<file path="config.mk">
export PLATFORM = sky130hd
export DESIGN_NAME = alu_flags_unit
export DESIGN_NICKNAME = d
export VERILOG_FILES = /design/src/rtl/alu_flag_pkg.sv /design/src/rtl/alu_arith_core.sv /design/src/rtl/alu_cond_gen.sv /design/src/rtl/alu_flag_reg.sv /design/src/rtl/alu_flags_unit.sv
export SDC_FILE = /design/constraint.sdc
export NUM_CORES = 1
export LEC_CHECK = 0
export ABC_CLOCK_PERIOD_IN_PS = 9550
export BUFFER_PORTS_ARGS = -buffer_cell sky130_fd_sc_hd__buf_2
export CAP_MARGIN = 15
export CORE_MARGIN = 3
export CORE_UTILIZATION = 50
export DETAILED_ROUTE_END_ITERATION = 6
export PLACE_DENSITY = 0.8
export SYNTH_ARGS = -nofsm -noshare
export SYNTH_HDL_FRONTEND = slang
export SYNTH_SLANG_ARGS = --single-unit
</file>
<file path="constraint.sdc">
create_clock -name clk -period 9.55 [get_ports clk]
set_clock_uncertainty 0.1 [all_clocks]
set_input_delay 1.91 -clock clk [delete_from_list [all_inputs] [get_ports clk]]
set_output_delay 1.91 -clock clk [all_outputs]
set_load 0.1 [all_outputs]
</file>
<file path="src/rtl/alu_flag_pkg.sv">
package alu_flag_pkg;

  localparam int FLAG_W = 16;

  typedef enum logic [1:0] {
    OP_PASS  = 2'b00,
    OP_ADD   = 2'b01,
    OP_SUB   = 2'b10,
    OP_PASS2 = 2'b11
  } op_e;

  // status word bit positions
  localparam int FB_CARRY  = 0;
  localparam int FB_PAR    = 2;
  localparam int FB_HALF   = 4;
  localparam int FB_ZERO   = 6;
  localparam int FB_SIGN   = 7;
  localparam int FB_TRAP   = 8;
  localparam int FB_IEN    = 9;
  localparam int FB_DIR    = 10;
  localparam int FB_OVF    = 11;

  localparam logic [FLAG_W-1:0] UNDEF_MASK = 16'hF02A;
  localparam logic [FLAG_W-1:0] COND_MASK  = 16'h08D5;
  localparam logic [FLAG_W-1:0] CTL_MASK   = 16'h0700;

  typedef struct packed {
    logic ovf;
    logic sign;
    logic zero;
    logic half;
    logic par;
    logic carry;
  } cond_t;

endpackage

</file>
<file path="src/rtl/alu_arith_core.sv">
module alu_arith_core #(
  parameter int W   = 16,
  parameter int NIB = 4
) (
  input  logic [W-1:0] a,
  input  logic [W-1:0] b,
  input  logic         sub,
  output logic [W-1:0] sum,
  output logic         c_out,
  output logic         c_msb,
  output logic         c_nib
);
  logic [W-1:0] b_eff;
  logic [W:0]   full;

  assign b_eff = sub ? ~b : b;
  assign full  = {1'b0, a} + {1'b0, b_eff} + {{W{1'b0}}, sub};
  assign sum   = full[W-1:0];
  assign c_out = full[W];
  // carry entering a bit = a ^ b ^ sum at that bit
  assign c_msb = a[W-1] ^ b_eff[W-1] ^ sum[W-1];
  assign c_nib = a[NIB] ^ b_eff[NIB] ^ sum[NIB];
endmodule

</file>
<file path="src/rtl/alu_cond_gen.sv">
module alu_cond_gen
  import alu_flag_pkg::*;
#(
  parameter int W      = 16,
  parameter int PAR_W  = 8
) (
  input  logic [W-1:0] sum,
  input  logic         sub,
  input  logic         c_out,
  input  logic         c_msb,
  input  logic         c_nib,
  output cond_t        cond
);
  always_comb begin
    cond.carry = c_out ^ sub;
    cond.half  = c_nib ^ sub;
    cond.ovf   = c_msb ^ c_out;
    cond.zero  = (sum == '0);
    cond.sign  = sum[W-1];
    cond.par   = ~^sum[PAR_W-1:0];
  end
endmodule

</file>
<file path="src/rtl/alu_flag_reg.sv">
module alu_flag_reg
  import alu_flag_pkg::*;
(
  input  logic              clk,
  input  logic              rst,
  input  logic              cond_we,
  input  cond_t             cond,
  input  logic              ctl_we,
  input  logic [2:0]        ctl_d,
  output logic [FLAG_W-1:0] flags_q
);
  always_ff @(posedge clk) begin
    if (rst) begin
      flags_q <= '0;
    end else begin
      if (cond_we) begin
        flags_q[FB_CARRY] <= cond.carry;
        flags_q[FB_PAR]   <= cond.par;
        flags_q[FB_HALF]  <= cond.half;
        flags_q[FB_ZERO]  <= cond.zero;
        flags_q[FB_SIGN]  <= cond.sign;
        flags_q[FB_OVF]   <= cond.ovf;
      end
      if (ctl_we) begin
        flags_q[FB_TRAP] <= ctl_d[0];
        flags_q[FB_IEN]  <= ctl_d[1];
        flags_q[FB_DIR]  <= ctl_d[2];
      end
    end
  end

  a_r10_undef_zero: assert property (@(posedge clk) disable iff (rst)
    (flags_q & UNDEF_MASK) == '0);

  a_r9_ctl_hold: assert property (@(posedge clk) disable iff (rst)
    !ctl_we |=> $stable(flags_q & CTL_MASK));

  a_r9_ctl_load: assert property (@(posedge clk) disable iff (rst)
    ctl_we |=> flags_q[FB_DIR:FB_TRAP] == $past(ctl_d));

  a_r8_cond_hold: assert property (@(posedge clk) disable iff (rst)
    !cond_we |=> $stable(flags_q & COND_MASK));
endmodule

</file>
<file path="src/rtl/alu_flags_unit.sv">
module alu_flags_unit
  import alu_flag_pkg::*;
#(
  parameter int W = 16
) (
  input  logic         clk,
  input  logic         rst,
  input  logic [1:0]   op_sel,
  input  logic [W-1:0] opa,
  input  logic [W-1:0] opb,
  input  logic         upd_en,
  input  logic         ctl_we,
  input  logic [2:0]   ctl_wdata,
  output logic [W-1:0] result,
  output logic [15:0]  flags
);
  localparam int NIB   = 4;
  localparam int PAR_W = 8;

  op_e          op;
  logic         is_arith;
  logic         is_sub;
  logic [W-1:0] sum;
  logic         c_out, c_msb, c_nib;
  cond_t        cond;
  logic         cond_we;
  logic [W-1:0] res_q;

  assign op       = op_e'(op_sel);
  assign is_sub   = (op == OP_SUB);
  assign is_arith = (op == OP_ADD) || is_sub;
  assign cond_we  = upd_en && is_arith;

  alu_arith_core #(.W(W), .NIB(NIB)) u_core (
    .a(opa), .b(opb), .sub(is_sub),
    .sum(sum), .c_out(c_out), .c_msb(c_msb), .c_nib(c_nib)
  );

  alu_cond_gen #(.W(W), .PAR_W(PAR_W)) u_cond (
    .sum(sum), .sub(is_sub), .c_out(c_out), .c_msb(c_msb),
    .c_nib(c_nib), .cond(cond)
  );

  alu_flag_reg u_flags (
    .clk(clk), .rst(rst), .cond_we(cond_we), .cond(cond),
    .ctl_we(ctl_we), .ctl_d(ctl_wdata), .flags_q(flags)
  );

  always_ff @(posedge clk) begin
    if (rst)           res_q <= '0;
    else if (is_arith) res_q <= sum;
    else               res_q <= opa;
  end

  assign result = res_q;

  a_r6_zero_tracks: assert property (@(posedge clk) disable iff (rst)
    cond_we |=> flags[FB_ZERO] == (result == '0));

  a_r6_sign_tracks: assert property (@(posedge clk) disable iff (rst)
    cond_we |=> flags[FB_SIGN] == result[W-1]);

  a_r3_borrow: assert property (@(posedge clk) disable iff (rst)
    (upd_en && op == OP_SUB) |=> flags[FB_CARRY] == ($past(opa) < $past(opb)));

  a_r8_pass_copies: assert property (@(posedge clk) disable iff (rst)
    !is_arith |=> result == $past(opa));
endmodule

</file>
### Word level (Yosys, flattened, before mapping)

Cells that the tools add are included.

* flip-flop bits (word level): 25
* output and inout port bits: 32
* logic and storage cells: 21

* bitwise gates (word level): 8
* $add $sub $neg: 2
* reduce and logical (&&, ||, !) cells: 4
* equality and inequality tests: 2
* muxes and demuxes: 2

Operator list (count)
* $mux 16: 2
* $add 16x16->17: 1
* $add 17x1->17: 1
* $logic_not 16->1: 1
* $not 16->16: 1
* $reduce_xnor 8->1: 1
* $xor 1x1->1: 7
* $eq 2x1->1 const B: 1
* $eq 2x2->1 const B: 1
* $logic_and 1x1->1: 1
* $logic_or 1x1->1: 1

### Longest topological paths before layout

* depth in word-level cells: 6
* depth in mapped cells: 16

### By module

From an unflattened synthesis, not the netlist that was laid out.

* cell total of the unflattened synthesis: 241
* area total of the unflattened synthesis: 2109.5 um^2

By module, submodules not included
* alu_arith_core: instances 1, area each 949.7 um^2, cells an instance 126
* alu_flags_unit: instances 1, area each 606.8 um^2, cells an instance 55
* alu_flag_reg: instances 1, area each 376.6 um^2, cells an instance 37
* alu_cond_gen: instances 1, area each 176.4 um^2, cells an instance 23

### Worst setup path after synthesis

Ideal clock, no wire load.

* path type: input port to flip-flop
* start: in op_sel[0]
* end: reg res_q[14], in the netlist result[14]
* arrival time: 4.746 ns
* stages: 14
* setup time: 0.128 ns
* setup slack: 4.576 ns
* cell sequence: inv_1 > ha_1 > buf_6 > buf_1 > xor2_1 > fa_1 > a21o_1 > a21oi_2 > o21ai_1 > o31a_1 > a2111o_1 > xor2_1 > mux2i_1 > nor2_1

* longest elaborated chain between the ends: 5

RTL lines
* start, declared: RTL line alu_flags_unit.sv:8 `input logic [1:0] op_sel,`
* $eq 2x2->1: RTL line alu_flags_unit.sv:30 `assign is_sub = (op == OP_SUB);`
* $mux 16: RTL line alu_arith_core.sv:16 `assign b_eff = sub ? ~b : b;`
* $add 16x16->17: RTL line alu_arith_core.sv:17 `assign full = {1'b0, a} + {1'b0, b_eff} + {{W{1'b0}}, sub};`
* $add 17x1->17: RTL line alu_arith_core.sv:17
* $mux 16 (*): RTL line alu_flags_unit.sv:51 `else if (is_arith) res_q <= sum;`
* end signal, assigned: RTL line alu_flags_unit.sv:51
* end signal, assigned: RTL line alu_flags_unit.sv:52 `else res_q <= opa;`
* end, declared: RTL line alu_flags_unit.sv:27 `logic [W-1:0] res_q;`

Mark *: on every way between the ends. The rest lies on a longest branch, timed or not.
A chain may end at the register's enable or synchronous reset.

### Worst setup path after layout

* start: in op_sel[0]
* end: reg u_flags.flags_q[2]

* longest elaborated chain between the ends: 5

RTL lines
* $eq 2x2->1: RTL line alu_flags_unit.sv:30
* $mux 16: RTL line alu_arith_core.sv:16
* $add 16x16->17: RTL line alu_arith_core.sv:17
* $add 17x1->17: RTL line alu_arith_core.sv:17
* $reduce_xnor 8->1: RTL line alu_cond_gen.sv:20 `cond.par = ~^sum[PAR_W-1:0];`
* end signal, assigned by index: RTL line alu_flag_reg.sv:17 `flags_q[FB_CARRY] <= cond.carry;`
* end signal, assigned by index: RTL line alu_flag_reg.sv:18 `flags_q[FB_PAR] <= cond.par;`
* end signal, assigned by index: RTL line alu_flag_reg.sv:19 `flags_q[FB_HALF] <= cond.half;`
* end, declared: RTL line alu_flag_reg.sv:10 `output logic [FLAG_W-1:0] flags_q`

Parallel ways exist; a longest one is shown, timed or not.

==> results by group <==
CTS
  – Worst-case clock buffer depth: 2
  – Clock Latency Late Sink: between 0.2 and 0.3 ns
  – Hold Buf Count CTS: 0
  – Clock sinks: 25
  – Post-CTS setup buffers: 0
  – Resized Gates After CTS: 0
  – CTS tree: done
  – Htree depth: 1
  – Reg clk slew, reported paths: 0.09 ns
  – Num CTS Buffers: 3
  – Root buffer cell: clkbuf_8

Synth
  – Post-synth EDFFs: 0
  – Simple-gate share of the synthesized area: a little under a fifth
  – #FFs+latches synth: 25
  – Largest family of logic cells by synthesized area: simple AND/OR/NAND/NOR gates
  – Mapped Area: ~2100 sq um
  – Adder-Cell Fraction of Synth Area: ~15%
  – Post-Synthesis Cells: around 250
  – Register area share after synthesis: a little under a quarter
  – Synth warn: 0
  – Synth Area per Inst: about 8.4 sq um
  – Synth Area in XOR/XNOR: ~14%
  – Library cells used by synthesis: 50
  – Mux contribution to synthesized area: approximately 4.6%
  – Synth Area in Compound Gates: 18.1%
  – Dominant synthesized flop cell: dfxtp_1
  – Ys async rst share: 0%

Setup path
  – Buf+Inv Stages, Crit Path: 2
  – CP max stage cell: ha_1
  – Critical path type: input port to register
  – Cell Chain, Critical Path: buf_2 -> inv_1 -> ha_1 -> xor2_1 -> ha_1 -> a21o_1 -> a31o_4 -> a31oi_4 -> o21bai_1 -> xnor2_1 -> ha_1 -> xnor2_1 -> xnor2_1 -> nand2_1 -> a21oi_1
  – Top delay family on crit path: adder cells
  – Worst setup EP type: register
  – CP Launch Type: input port
  – CP max stage delay: about 0.84 ns
  – Critical path arrival: approximately 5.3 ns
  – Max Fanout on Critical Path: 18
  – Req. time, crit path: between 9 and 10 ns
  – Worst reg-to-reg setup slack: ~9 ns

Routing
  – Via count: 1,877
  – Drt pass-1 iters: 4
  – Final ANT Viol Nets: 0
  – Drt initial violations: 118
  – Wire per inst: 13.3 um
  – Final wirelength: approximately 4.7 mm
  – Drc violations: 0
  – Average vias per placed instance: about 5.3

Power and ir drop
  – Standby leakage power: 1.21 nW
  – Clock power share: 13.0%
  – Switching share of power: 51.4%
  – Reg power frac: 25.1%
  – PwrDens: just under 200 nW/um^2
  – Power Total: around 0.00049 W
  – VDD IR max: 0.0776 mV
  – Combinational Power Share: roughly three fifths
  – Net Switching: around 0.00025 W
  – P_int: around 0.00024 W

Placed design
  – DP HPWL: 3.72 mm
  – Placed cells: between 300 and 400
  – Port bufs: between 60 and 70
  – Placed instance area: roughly 2400 sq um
  – Post-place setup slack: between 4 and 5 ns
  – Gpl congestion: roughly 0.86

Timing
  – Setup Viol. Count Final: 0
  – Normalized max-slew margin: ~30%
  – Final slew viol count: 0
  – Crit share post-route: approximately 55%
  – RSZ-0062 raised after global routing: false
  – Max Freq: about 190 MHz
  – Hold Vio Cnt, Final: 0
  – TNS Setup: 0 ns
  – Final min period: 5.23 ns
  – Post-route setup slack: between 4 and 5 ns
  – Slew @ Worst Pin: approximately 1.0 ns

Global routing
  – Number of global-route vias before repair: 1,784
  – Largest net degree at the start of global routing: 29
  – Tot GR Track Use: 19.5%
  – First-pass GRT wire length: 8.09 mm
  – Total grt overflow: 0
  – Initial antenna violation count: 0

Cells and area
  – Ant diodes: 0
  – Fraction of layout cells with a size suffix above 1: ~25%
  – Final nets: around 370
  – Final instance area: approximately 2400 sq um
  – Reg area: roughly 500 sq um
  – Final cell count without fillers: approximately 350
  – Area Growth Syn to Fin: 17.0%
  – Area occupied by multi-input gates: between 1500 and 2000 sq um
  – Fillcell total: 355

Floorplan
  – DIE AREA: ~5000 sq um
  – Io pins: 73
  – Chip height: between 70 and 80 um
  – # rows: 22
  – Die Wd: just over 70 um
  – Initial Util: roughly 55%
  – Core area: about 3800 sq um

Job
  – Max-cap violations: 0

Status
  – Outcome: completed

Worst hold path
  – Hold WC Path Type: register to register
-- power groups by stage --
stage | logic (W) | registers, W | clock network [W]
4_1_cts | 0.000300 | 0.000122 | 0.0000634
2_1_floorplan | 0.000153 | 0.000223 | 0
3_3_place_gp | 0.000295 | 0.000124 | 0
5_1_grt | 0.000322 | 0.000124 | 0.0000687
3_5_place_dp | 0.000299 | 0.000124 | 0
6_report | 0.000301 | 0.000122 | 0.0000631
-- worst min-delay path, stage by stage, from the launching register on --
cell	delay (ns)
dfxtp_1	0.32
nand2_1	0.05
a21oi_1	0.05
-- final timing paths --
check | from | cells after the start | endpoint
worst max-delay path | op_sel[0] | 15 | u_flags.flags_q[2]$_SDFFE_PP0P_
worst min-delay path | u_flags.flags_q[7]$_SDFFE_PP0P_ | 2 | u_flags.flags_q[7]$_SDFFE_PP0P_
worst max register to register | u_flags.flags_q[0]$_SDFFE_PP0P_ | 2 | u_flags.flags_q[0]$_SDFFE_PP0P_
worst min register to register | u_flags.flags_q[7]$_SDFFE_PP0P_ | 2 | u_flags.flags_q[7]$_SDFFE_PP0P_
-- per-layer routing --
metal	vias to the layer above	track usage, %	share of wire, %
met2	69	31.5	46
met4	0	6.68	1.9
met1	833	27.1	45
met3	8	1.99	6.9
met5	-	0	0
li1	967	-	-
-- final cells by class --
type / instances / share of cell area, %
Multi-Input combinational cell: 208 / 61.4
Sequential cell: 25 / 20.5
Timing Repair Buffer: 65 / 13.3
Tap cell: 48 / 2.46
Clock buffer: 4 / 1.84
Inverter: 3 / 0.461
-- cells in the final DEF, fill, tap and decap left out, types with 2 or more instances in the layout --
cell | synthesis | final
and3_1 | 2 | 2
nand3_1 | 3 | 3
nor3_1 | 2 | 2
o21ai_1 | 4 | 4
dfxtp_1 | 25 | 25
a31oi_1 | 2 | 2
o211ai_1 | 2 | 2
xor2_1 | 20 | 20
o21a_1 | 3 | 3
a211oi_1 | 2 | 2
nand4_1 | 5 | 5
nor2b_1 | 5 | 5
mux2i_1 | 8 | 8
nor2_1 | 33 | 33
a21oi_1 | 18 | 18
conb_1 | 1 | 7
o21ai_0 | 4 | 4
inv_1 | 3 | 3
nand2_1 | 17 | 17
ha_1 | 23 | 23
nand2b_1 | 2 | 2
xnor2_1 | 14 | 14
nand3b_1 | 4 | 4
clkbuf_8 | 0 | 3
a21o_1 | 6 | 6
buf_2 | 0 | 65
-- registers in the layout, summed over array words and instances, names as in the netlist --
| name | cells |
|---|---|
| u_flags.flags_q | 9 |
| result | 16 |
-- Yosys cell counts (2+ instances only) --
cell type   n  area [sq um]
a211oi_1    2          15.0
a21o_1      6          45.0
a21oi_1    18          90.1
a31oi_1     2          12.5
and3_1      2          12.5
buf_4       7          52.6
clkbuf_1    8          30.0
dfxtp_1    25           500
ha_1       23           288
inv_1       3          11.3
mux2i_1     8          80.1
nand2_1    17          63.8
nand2b_1    2          12.5
nand3_1     3          15.0
nand3b_1    4          30.0
nand4_1     5          31.3
nor2_1     33           124
nor2b_1     5          31.3
nor3_1      2          10.0
o211ai_1    2          15.0
o21a_1      3          22.5
o21ai_0     4          20.0
o21ai_1     4          20.0
xnor2_1    14           123
xor2_1     20           175
-- per-stage QoR --
stage               util [%]  hold WS, ns
floorplan                  -        0.781
global placement        62.7        0.336
detailed placement      62.7        0.348
CTS                     63.8        0.361
global route            63.8        0.401
finish                  63.8        0.359
-- logic make-up after synthesis --
logic type      Yosys count
xor+xnor                 34
fa+ha+maj                24
compound gates           53
buf+inv                  20
simple gates             81
other cells               1
flops                    25
mux                       9
No activity file was read; power rests on OpenSTA's default activity.
